### config.mk
export PLATFORM = sky130hd
export DESIGN_NAME = match_watchdog
export DESIGN_NICKNAME = d
export VERILOG_FILES = /design/src/rtl/mwd_pkg.sv /design/src/rtl/mwd_datapath.sv /design/src/rtl/mwd_ctrl.sv /design/src/rtl/match_watchdog.sv
export SDC_FILE = /design/constraint.sdc
export NUM_CORES = 1
export LEC_CHECK = 0
export BUFFER_PORTS_ARGS = -buffer_cell sky130_fd_sc_hd__buf_2
export CAP_MARGIN = 0
export CORE_MARGIN = 2
export CORE_UTILIZATION = 60
export CTS_CLUSTER_SIZE = 25
export DETAILED_ROUTE_END_ITERATION = 8
export GPL_ROUTABILITY_DRIVEN = 0
export HOLD_SLACK_MARGIN = 0.02
export PLACE_DENSITY = 0.79
export SLEW_MARGIN = 20
export SYNTH_ARGS = -nofsm -noshare
export SYNTH_HDL_FRONTEND = slang
export SYNTH_SLANG_ARGS = --single-unit
export TNS_END_PERCENT = 100
### constraint.sdc
create_clock -name clk -period 7.5 [get_ports clk]
set_clock_uncertainty 0.15 [all_clocks]
set_input_delay 1.5 -clock clk [delete_from_list [all_inputs] [get_ports clk]]
set_output_delay 1.5 -clock clk [all_outputs]
set_load 0.02 [all_outputs]
### src/rtl/mwd_pkg.sv
`timescale 1ns/1ps
package mwd_pkg;
  localparam int BUS_W       = 32;
  localparam int ADDR_W      = 5;
  localparam int PULSE_W     = 16;
  localparam int PULSE_EXTRA = 6;
  localparam int PCNT_W      = PULSE_W + 1;

  typedef enum logic [2:0] {
    IDX_IRQ   = 3'd0,
    IDX_CTRL  = 3'd1,
    IDX_COUNT = 3'd2,
    IDX_ACT   = 3'd3,
    IDX_MVAL  = 3'd4,
    IDX_PIN   = 3'd5,
    IDX_PULSE = 3'd6,
    IDX_CAUSE = 3'd7
  } regIdx_e;

  typedef enum logic [1:0] {
    PIN_KEEP   = 2'd0,
    PIN_LOW    = 2'd1,
    PIN_HIGH   = 2'd2,
    PIN_TOGGLE = 2'd3
  } pinAct_e;

  // strobes from control to datapath
  typedef struct packed {
    logic              cntEn;
    logic              cntClr;
    logic              pulseStart;
    logic [PCNT_W-1:0] pulseLoad;
  } dpStrb_t;
endpackage

### src/rtl/mwd_datapath.sv
`timescale 1ns/1ps
module mwd_datapath
  import mwd_pkg::*;
#(
  parameter int CNT_W = 32
) (
  input  logic             clk,
  input  logic             rstN,
  input  dpStrb_t          strb,
  input  logic [CNT_W-1:0] matchVal,
  output logic [CNT_W-1:0] count,
  output logic             matchHit,
  output logic             pulseActive
);
  logic [PCNT_W-1:0] pulseLeft;

  // main up-counter; clear has priority over increment
  always_ff @(posedge clk or negedge rstN) begin
    if (!rstN)            count <= '0;
    else if (strb.cntClr) count <= '0;
    else if (strb.cntEn)  count <= count + CNT_W'(1);
  end

  assign matchHit = strb.cntEn && (count == matchVal);

  // reset pulse timer: active for pulseLoad+1 cycles
  always_ff @(posedge clk or negedge rstN) begin
    if (!rstN) begin
      pulseLeft   <= '0;
      pulseActive <= 1'b0;
    end else if (strb.pulseStart) begin
      pulseLeft   <= strb.pulseLoad;
      pulseActive <= 1'b1;
    end else if (pulseActive) begin
      if (pulseLeft == '0) pulseActive <= 1'b0;
      else                 pulseLeft   <= pulseLeft - PCNT_W'(1);
    end
  end
endmodule

### src/rtl/mwd_ctrl.sv
`timescale 1ns/1ps
module mwd_ctrl
  import mwd_pkg::*;
#(
  parameter int CNT_W = 32
) (
  input  logic              clk,
  input  logic              rstN,
  input  logic              dbgHalt,
  input  logic [ADDR_W-1:0] busAddr,
  input  logic              busWe,
  input  logic [BUS_W-1:0]  busWdata,
  output logic [BUS_W-1:0]  busRdata,
  input  logic [CNT_W-1:0]  count,
  input  logic              matchHit,
  input  logic              pulseActive,
  output dpStrb_t           strb,
  output logic [CNT_W-1:0]  matchVal,
  output logic              irqOut,
  output logic              matchPin,
  output logic [1:0]        rstOut
);
  localparam int NUM_RST = 2;

  regIdx_e            regIdx;
  logic               wrIrq, wrCtrl, wrAct, wrMval, wrPin, wrPulse;
  logic               intFlag;
  logic [2:0]         ctrlReg;
  logic               irqEn, stopOnMatch;
  logic [NUM_RST-1:0] rstEn, rstForce, rstSel;
  logic               pinState;
  pinAct_e            pinAct;
  logic [PULSE_W-1:0] pulseLen;
  logic               rstFlag;
  logic               unusedBits;

  assign regIdx  = regIdx_e'(busAddr[4:2]);
  assign wrIrq   = busWe && (regIdx == IDX_IRQ);
  assign wrCtrl  = busWe && (regIdx == IDX_CTRL);
  assign wrAct   = busWe && (regIdx == IDX_ACT);
  assign wrMval  = busWe && (regIdx == IDX_MVAL);
  assign wrPin   = busWe && (regIdx == IDX_PIN);
  assign wrPulse = busWe && (regIdx == IDX_PULSE);
  assign unusedBits = ^{busAddr[1:0], busWdata[BUS_W-1:PULSE_W]};

  // strobes to datapath
  always_comb begin
    strb            = '0;
    strb.cntEn      = ctrlReg[0] && !ctrlReg[1] && !(ctrlReg[2] && dbgHalt);
    strb.cntClr     = ctrlReg[1] || (matchHit && stopOnMatch);
    strb.pulseStart = matchHit && (|rstEn);
    strb.pulseLoad  = PCNT_W'(pulseLen) + PCNT_W'(PULSE_EXTRA - 1);
  end

  always_ff @(posedge clk or negedge rstN) begin
    if (!rstN) begin
      ctrlReg <= '0;
    end else if (wrCtrl) begin
      ctrlReg <= busWdata[2:0];
    end else if (matchHit && stopOnMatch) begin
      ctrlReg[0] <= 1'b0;
    end
  end

  always_ff @(posedge clk or negedge rstN) begin
    if (!rstN)                         intFlag <= 1'b0;
    else if (matchHit)                 intFlag <= 1'b1;
    else if (wrIrq && busWdata[0])     intFlag <= 1'b0;
  end

  always_ff @(posedge clk or negedge rstN) begin
    if (!rstN) begin
      irqEn       <= 1'b0;
      stopOnMatch <= 1'b0;
      rstEn       <= '0;
      rstForce    <= '0;
      matchVal    <= '0;
      pulseLen    <= '0;
      pinAct      <= PIN_KEEP;
    end else begin
      if (wrAct) begin
        irqEn       <= busWdata[0];
        stopOnMatch <= busWdata[2];
        rstEn       <= busWdata[4:3];
        rstForce    <= busWdata[6:5];
      end
      if (wrMval)  matchVal <= busWdata[CNT_W-1:0];
      if (wrPulse) pulseLen <= busWdata[PULSE_W-1:0];
      if (wrPin)   pinAct   <= pinAct_e'(busWdata[5:4]);
    end
  end

  // match pin: match action wins over a same-cycle write
  always_ff @(posedge clk or negedge rstN) begin
    if (!rstN) begin
      pinState <= 1'b0;
    end else if (matchHit && pinAct != PIN_KEEP) begin
      unique case (pinAct)
        PIN_LOW:    pinState <= 1'b0;
        PIN_HIGH:   pinState <= 1'b1;
        PIN_TOGGLE: pinState <= !pinState;
        default:    pinState <= pinState;
      endcase
    end else if (wrPin) begin
      pinState <= busWdata[0];
    end
  end

  // reset-channel selection and sticky cause flag
  always_ff @(posedge clk or negedge rstN) begin
    if (!rstN) begin
      rstSel  <= '0;
      rstFlag <= 1'b0;
    end else if (strb.pulseStart) begin
      rstSel  <= rstEn;
      rstFlag <= 1'b1;
    end
  end

  for (genvar ch = 0; ch < NUM_RST; ch++) begin : g_rst
    assign rstOut[ch] = (pulseActive && rstSel[ch]) || rstForce[ch];
  end

  assign irqOut   = intFlag && irqEn;
  assign matchPin = pinState;

  always_comb begin
    busRdata = '0;
    unique case (regIdx)
      IDX_IRQ:   busRdata[0]   = intFlag;
      IDX_CTRL:  busRdata[2:0] = ctrlReg;
      IDX_COUNT: busRdata      = BUS_W'(count);
      IDX_ACT:   busRdata[6:0] = {rstForce, rstEn, stopOnMatch, 1'b0, irqEn};
      IDX_MVAL:  busRdata      = BUS_W'(matchVal);
      IDX_PIN:   busRdata[5:0] = {pinAct, 3'b000, pinState};
      IDX_PULSE: busRdata[PULSE_W-1:0] = pulseLen;
      IDX_CAUSE: busRdata[0]   = rstFlag;
      default:   busRdata      = '0;
    endcase
  end
endmodule

### src/rtl/match_watchdog.sv
`timescale 1ns/1ps
module match_watchdog
  import mwd_pkg::*;
#(
  parameter int CNT_W = 32
) (
  input  logic              clk,
  input  logic              rstPorN,
  input  logic              dbgHalt,
  input  logic [ADDR_W-1:0] busAddr,
  input  logic              busWe,
  input  logic [BUS_W-1:0]  busWdata,
  output logic [BUS_W-1:0]  busRdata,
  output logic              irqOut,
  output logic              matchPin,
  output logic              rstIntOut,
  output logic              rstExtOut
);
  dpStrb_t          strb;
  logic [CNT_W-1:0] count, matchVal;
  logic             matchHit, pulseActive;
  logic [1:0]       rstOut;

  mwd_ctrl #(.CNT_W(CNT_W)) u_ctrl (
    .clk(clk), .rstN(rstPorN), .dbgHalt(dbgHalt),
    .busAddr(busAddr), .busWe(busWe), .busWdata(busWdata), .busRdata(busRdata),
    .count(count), .matchHit(matchHit), .pulseActive(pulseActive),
    .strb(strb), .matchVal(matchVal),
    .irqOut(irqOut), .matchPin(matchPin), .rstOut(rstOut)
  );

  mwd_datapath #(.CNT_W(CNT_W)) u_dp (
    .clk(clk), .rstN(rstPorN), .strb(strb), .matchVal(matchVal),
    .count(count), .matchHit(matchHit), .pulseActive(pulseActive)
  );

  assign rstIntOut = rstOut[0];
  assign rstExtOut = rstOut[1];
endmodule

---- Yosys cells after proc, flatten, opt, wreduce, memory -nomap -nowiden ----
Cells that the tools add are included.
storage, ports and cells
  bits in registers ....................... 114
  input port bits ......................... 41
  output and inout port bits .............. 36
  word-level logic and storage cells ...... 87
operators by class
  add/sub/neg operators ................... 3
  eq/ne operators ......................... 13
  mux-type cells .......................... 21
  reductions and logical operators ........ 34
operators by type and width
  kind                                                                   count
  32-bit 2-to-1 mux                                                      2
  17-bit 2-to-1 mux                                                      3
  32-bit by 1-bit adder with 32-bit output, second input constant        1
  32-bit equality test                                                   1
  16-bit case mux with 2 select lines                                    1
  9-bit case mux with 3 select lines                                     1
  16-bit by 3-bit adder with 17-bit output, second input constant        1
  1-bit logical AND                                                      17
  17-bit zero test                                                       1
  17-bit by 1-bit subtractor with 17-bit output, second input constant   1
  3-bit case mux with 5 select lines                                     1
  3-bit equality test, second input constant                             4
  2-bit nonzero test                                                     6
  2-bit case mux with 5 select lines                                     1
  1-bit 2-to-1 mux                                                       9
  1-bit case mux with 8 select lines                                     1
  3-bit by 2-bit equality test with 1-bit output, second input constant  2
  2-bit equality test, second input constant                             2
  4-bit != test, second input constant                                   1
  1-bit case mux with 4 select lines                                     1
  2-bit AND reduction                                                    2
  3-bit by 1-bit equality test with 1-bit output, second input constant  1
  1-bit zero test                                                        3
  3-bit zero test                                                        1
  5 further kinds                                                        7

---- Depth between registers and ports, before layout ----
  word-level depth ........................ 7
  gate-level depth with buffers ........... 9
  depth with buffers taken out ............ 8

---- By module ----
Synthesis repeated with hierarchy kept, for this count alone.
unflattened totals
  cells, all modules ...................... 681
  area total of the unflattened synthesis .. 6,876.6 um2
by module, submodules not included
  module        instances  cells an instance  area an instance (um2)  seq. area each (um2)
  mwd_ctrl      1          327                3,692.3                 1,601.5
  mwd_datapath  1          354                3,184.3                 1,251.2

---- Worst setup path before layout ----
Ideal clock, no wire load.
  path kind ............................... input to output
  from .................................... in busAddr[4]
  to ...................................... out busRdata[16]
  data arrival time ....................... 2.963 ns
  required time ........................... 5.850 ns
  setup slack ............................. 2.887 ns
  stages on the path ...................... 6
  path buffers ............................ 3
  path through ............................ clkbuf_1 -> nor2b_1 -> and2_1 -> clkbuf_1 -> clkbuf_1 -> a22o_1
between the ends
  cells in the longest elaborated chain, start to end .. 2
  elaborated cells between the ends (all ways) .. 3
  classes of those cells .................. eq/ne: 2; mux: 1
RTL lines
  what                                                                                   line                  source
  start, declared                                                                        match_watchdog.sv:10  input logic [ADDR_W-1:0] busAddr,
  3-bit equality test or 3-bit by 2-bit equality test with 1-bit output (tied branches)  mwd_ctrl.sv:129       unique case (regIdx)
  16-bit case mux with 2 select lines (*)                                                mwd_ctrl.sv:129
  end, declared                                                                          match_watchdog.sv:13  output logic [BUS_W-1:0] busRdata,
Mark *: on every way between the ends. The rest lies on a longest branch, timed or not.

---- Worst setup path in the final report ----
  from .................................... in busAddr[3]
  to ...................................... out busRdata[5]
between the ends
  cells in the longest elaborated chain, start to end .. 2
  elaborated cells between the ends (all ways) .. 6
  classes of those cells .................. eq/ne: 5; mux: 1
RTL lines
  what                                                                                   line
  3-bit equality test or 3-bit by 2-bit equality test with 1-bit output (tied branches)  mwd_ctrl.sv:129
  3-bit case mux with 5 select lines (*)                                                 mwd_ctrl.sv:129
Marks and branches as above.

==> metrics.log <==
INFO  metric status = finished clean
INFO  metric path_buf_inv = 3
INFO  metric startpoint = busAddr[3]
INFO  metric pin_count_of_the_biggest_net_entering_global_routing = 90
INFO  metric multiInputGateArea = around 0.0034 mm2
INFO  metric endpoint_kind = primary output
INFO  metric area_delta_synth_final = 15.4%
INFO  metric buffer_ports.inserted = 74
INFO  metric worst_slew_pin_slew = between 0.8 and 0.9 ns
INFO  metric reg2reg_slack = roughly 4.5 ns
INFO  metric core_region_area = 0.0104 mm2
INFO  metric cts.reportedPaths.clkPinSlew = about 0.060 ns
INFO  metric cap_violations = 0
INFO  metric floorplan.initialDensity = slightly above 60%
INFO  metric grt_usage = 30.3%
INFO  metric timing.critical_path.max_delay_family = simple AND/OR/NAND/NOR gates
INFO  metric vdd_ir_drop_max = 0.000170 V
INFO  metric layout-drive-gt1-share = around a quarter
INFO  metric first_global_vias = ~5200
INFO  metric post-dp-hpwl = 11.2 mm
INFO  metric final_net_count = 727
INFO  metric synthesis.area = 0.00643 mm2
INFO  metric grt-ovfl-total = 0
INFO  metric cts.hold.buffers_added = 0
INFO  metric final-max-slew-violation-count = 0
INFO  metric critPathSlowestCell = and2_1
INFO  metric antenna_found_initial = 0
INFO  metric min_period_over_period = 67.1%
INFO  metric worst_hold_path.num_cells = 1
INFO  metric first_iter_violations = approximately 530
INFO  metric vias_per_cell = 6.15
INFO  metric vias = ~5000
INFO  metric clk-insertion-delay-late = about 0.54 ns
INFO  metric layout_min_cycle_time = about 5 ns
INFO  metric cts.repair_timing.setup_buffer_count = 0
INFO  metric die_height = 107 um
INFO  metric tritoncts = done
INFO  metric reg2reg_depth = 6
INFO  metric synth_sequential_area_ratio = 44.4%
INFO  metric yosys_most_used_dff = dfrtp_1
INFO  metric cell_chosen_for_the_clock_root = clkbuf_8
INFO  metric die-area = 0.0116 mm2
INFO  metric fin_tns_setup = 0 ns
INFO  metric setup.worst_path.start_class = primary input
INFO  metric hold_path_origin = u_ctrl.rstSel[0]
INFO  metric timing.critical_path.fanout_max = 28
INFO  metric ys_warn_count = 0
INFO  metric mostFrequentLayoutCells = dfrtp_1 (114), buf_2 (73), nor2_1 (68), mux2_2 (68), xor2_1 (51)
INFO  metric postRouteAntennaNets = 0
INFO  metric syn_inst = 613
INFO  metric firstDrtPassIters = 5
INFO  metric diodes = 0
INFO  metric die_w = 107 um
INFO  metric layout.cells.non_filler = slightly above 800
INFO  metric ys_types = 46
INFO  metric final_common_cell = dfrtp_1
INFO  metric design.portCount = a little under 80
INFO  metric drt-total-wl = ~16 mm
INFO  metric cp_slowest_stage_delay = roughly 0.65 ns
INFO  metric post_cts_resized = 0
INFO  metric tritoncts_num_sinks = 114
INFO  metric synth_enable_flop_cells = 0
INFO  metric postSynth.asyncResetShare = 100%
INFO  metric htreeDepth = 4
INFO  metric rsz_0062_raised_after_global_routing = false
INFO  metric detail_route.wl_per_cell = about 20 um
INFO  metric worst_ep_required_time = slightly below 6 ns
INFO  metric worstPathCellList = buf_2, nor2b_1, and2_1, a222oi_1, inv_1, buf_2
INFO  metric critical_path.reg2reg.endpoint = u_dp.count[23]
INFO  metric cts_buffers = 17
INFO  metric placement_rows = 37
INFO  metric critPathArrivalTime = about 3.4 ns
INFO  metric power.total = ~1.9 mW
INFO  metric min_delay_worst_endpoint = u_ctrl.rstSel[0]
INFO  metric seq_area = 0.00285 mm2
INFO  metric setup_viol_count_final = 0
INFO  metric final.fill_count = 769
INFO  metric timing.fmax = 0.199 GHz
INFO  metric timing.max_slew.rel_slack = 41.5%
INFO  metric timing.setup.critical_path_class = in2out
INFO  metric placed_cells = 796
INFO  metric hold_violations = 0
INFO  metric avgSynthCellArea = 10.5 um2
INFO  metric critical_path.most_common_cell = buf_2
INFO  metric cts_buffer_depth = 2
INFO  metric drc_errors = 0
INFO  metric grt_pass1_wl = around 26 mm
INFO  metric timing.hold.worst.class = reg2reg
INFO  metric ys_seq_elements = 114
INFO  metric power_per_cell_area = approximately 260 mW/mm2
INFO  metric net_count_after_synthesis = 661
INFO  metric leakage = roughly 3.2 nW
INFO  metric rr_startpoint = u_dp.count[6]
==> layer usage <==
layer | GRT usage (%) | vias up | part of all wire (%)
li1 | - | 2296 | -
met1 | 37.3 | 2545 | 41
met2 | 50.3 | 207 | 50
met3 | 8.41 | 36 | 6.3
met4 | 12.2 | 0 | 2.9
met5 | 0 | - | 0
==> state kept, by name (all words and copies together), names as in the netlist, 2 cells and up <==
signal / flops
u_ctrl.matchVal: 32
u_dp.count: 32
u_dp.pulseLeft: 17
u_ctrl.pulseLen: 16
u_ctrl.ctrlReg: 3
u_ctrl.pinAct: 2
u_ctrl.rstEn: 2
u_ctrl.rstForce: 2
u_ctrl.rstSel: 2
==> area by class of cell <==
type	instances	area share, %
clock buffers	22	6.24
well taps	136	2.29
inverters	13	0.658
flip-flops and latches	114	38.5
clock inverters	9	1.43
repair buffers	78	5.48
multi-input cells	455	45.4
==> cell usage after synthesis (3+ instances only) <==
library cell  count  share of area [%]
dfrtp_1         114                 44
mux2_2           68                 12
nor2_1           68                4.0
xor2_1           51                7.0
xnor2_1          40                5.5
nand2_1          34                2.0
nand3_1          24                1.9
clkbuf_1         22                1.3
mux2i_1          22                3.4
a22o_1           21                2.9
nand4_1          17                1.7
inv_1            13               0.76
nor4_1           12                1.2
o21ai_0          11               0.86
a22oi_1           9                1.1
and4_1            8                1.1
nor3_1            8               0.62
and3_1            7               0.68
ha_1              7                1.4
a21oi_1           6               0.47
and2_1            6               0.58
buf_2             6               0.47
a221oi_1          5               0.68
nor2b_1           5               0.49
a21o_1            3               0.35
nand2b_1          3               0.29
==> worst reg2reg max path, stage by stage, from the launching register on <==
cell	delay, ns
dfrtp_1	0.47
xor2_1	0.20
nor4_1	0.43
nand3_1	0.19
nor3_1	0.59
a31o_2	0.70
nor2_1	0.15
==> power by group <==
part | leakage [nW] | switching [mW] | internal, mW
Clock | 0.273 | 0.283 | 0.495
Combinational | 1.52 | 0.173 | 0.160
Sequential | 1.40 | 0.107 | 0.700
Total | 3.19 | 0.563 | 1.36
==> metrics by stage <==
stage / worst slack (ns) / instance area (um2) / hold WS (ns) / util, %
floorplan: 2.89 / 6430 / 0.290 / -
global placement: 2.57 / 6840 / 0.311 / 66.0
detailed placement: 2.55 / 6840 / 0.327 / 66.0
CTS: 2.52 / 7410 / 0.333 / 71.5
global route: 2.37 / 7420 / 0.362 / 71.5
finish: 2.47 / 7420 / 0.333 / 71.5
==> kinds of logic (layout without fill, tap and decap cells) <==
family / count (synthesis) / in the layout / synth area share, %
fa+ha+maj: 7 / 7 / 1.36
buf+inv: 44 / 122 / 3.17
mux: 91 / 91 / 15.5
flops: 114 / 114 / 44.4
compound gates: 63 / 63 / 7.30
simple gates: 203 / 203 / 15.8
xor+xnor: 91 / 91 / 12.4
==> worst max-delay path by stage <==
stage                         endpoint  slack, ns  cells after the start
after floorplan           busRdata[16]       2.89                      6
after global placement     busRdata[5]       2.57                      6
after detailed placement   busRdata[5]       2.55                      6
after CTS                  busRdata[5]       2.52                      6
after global routing       busRdata[5]       2.37                      6
final                      busRdata[5]       2.47                      6
Note: power is estimated with default switching activity, not from simulation.
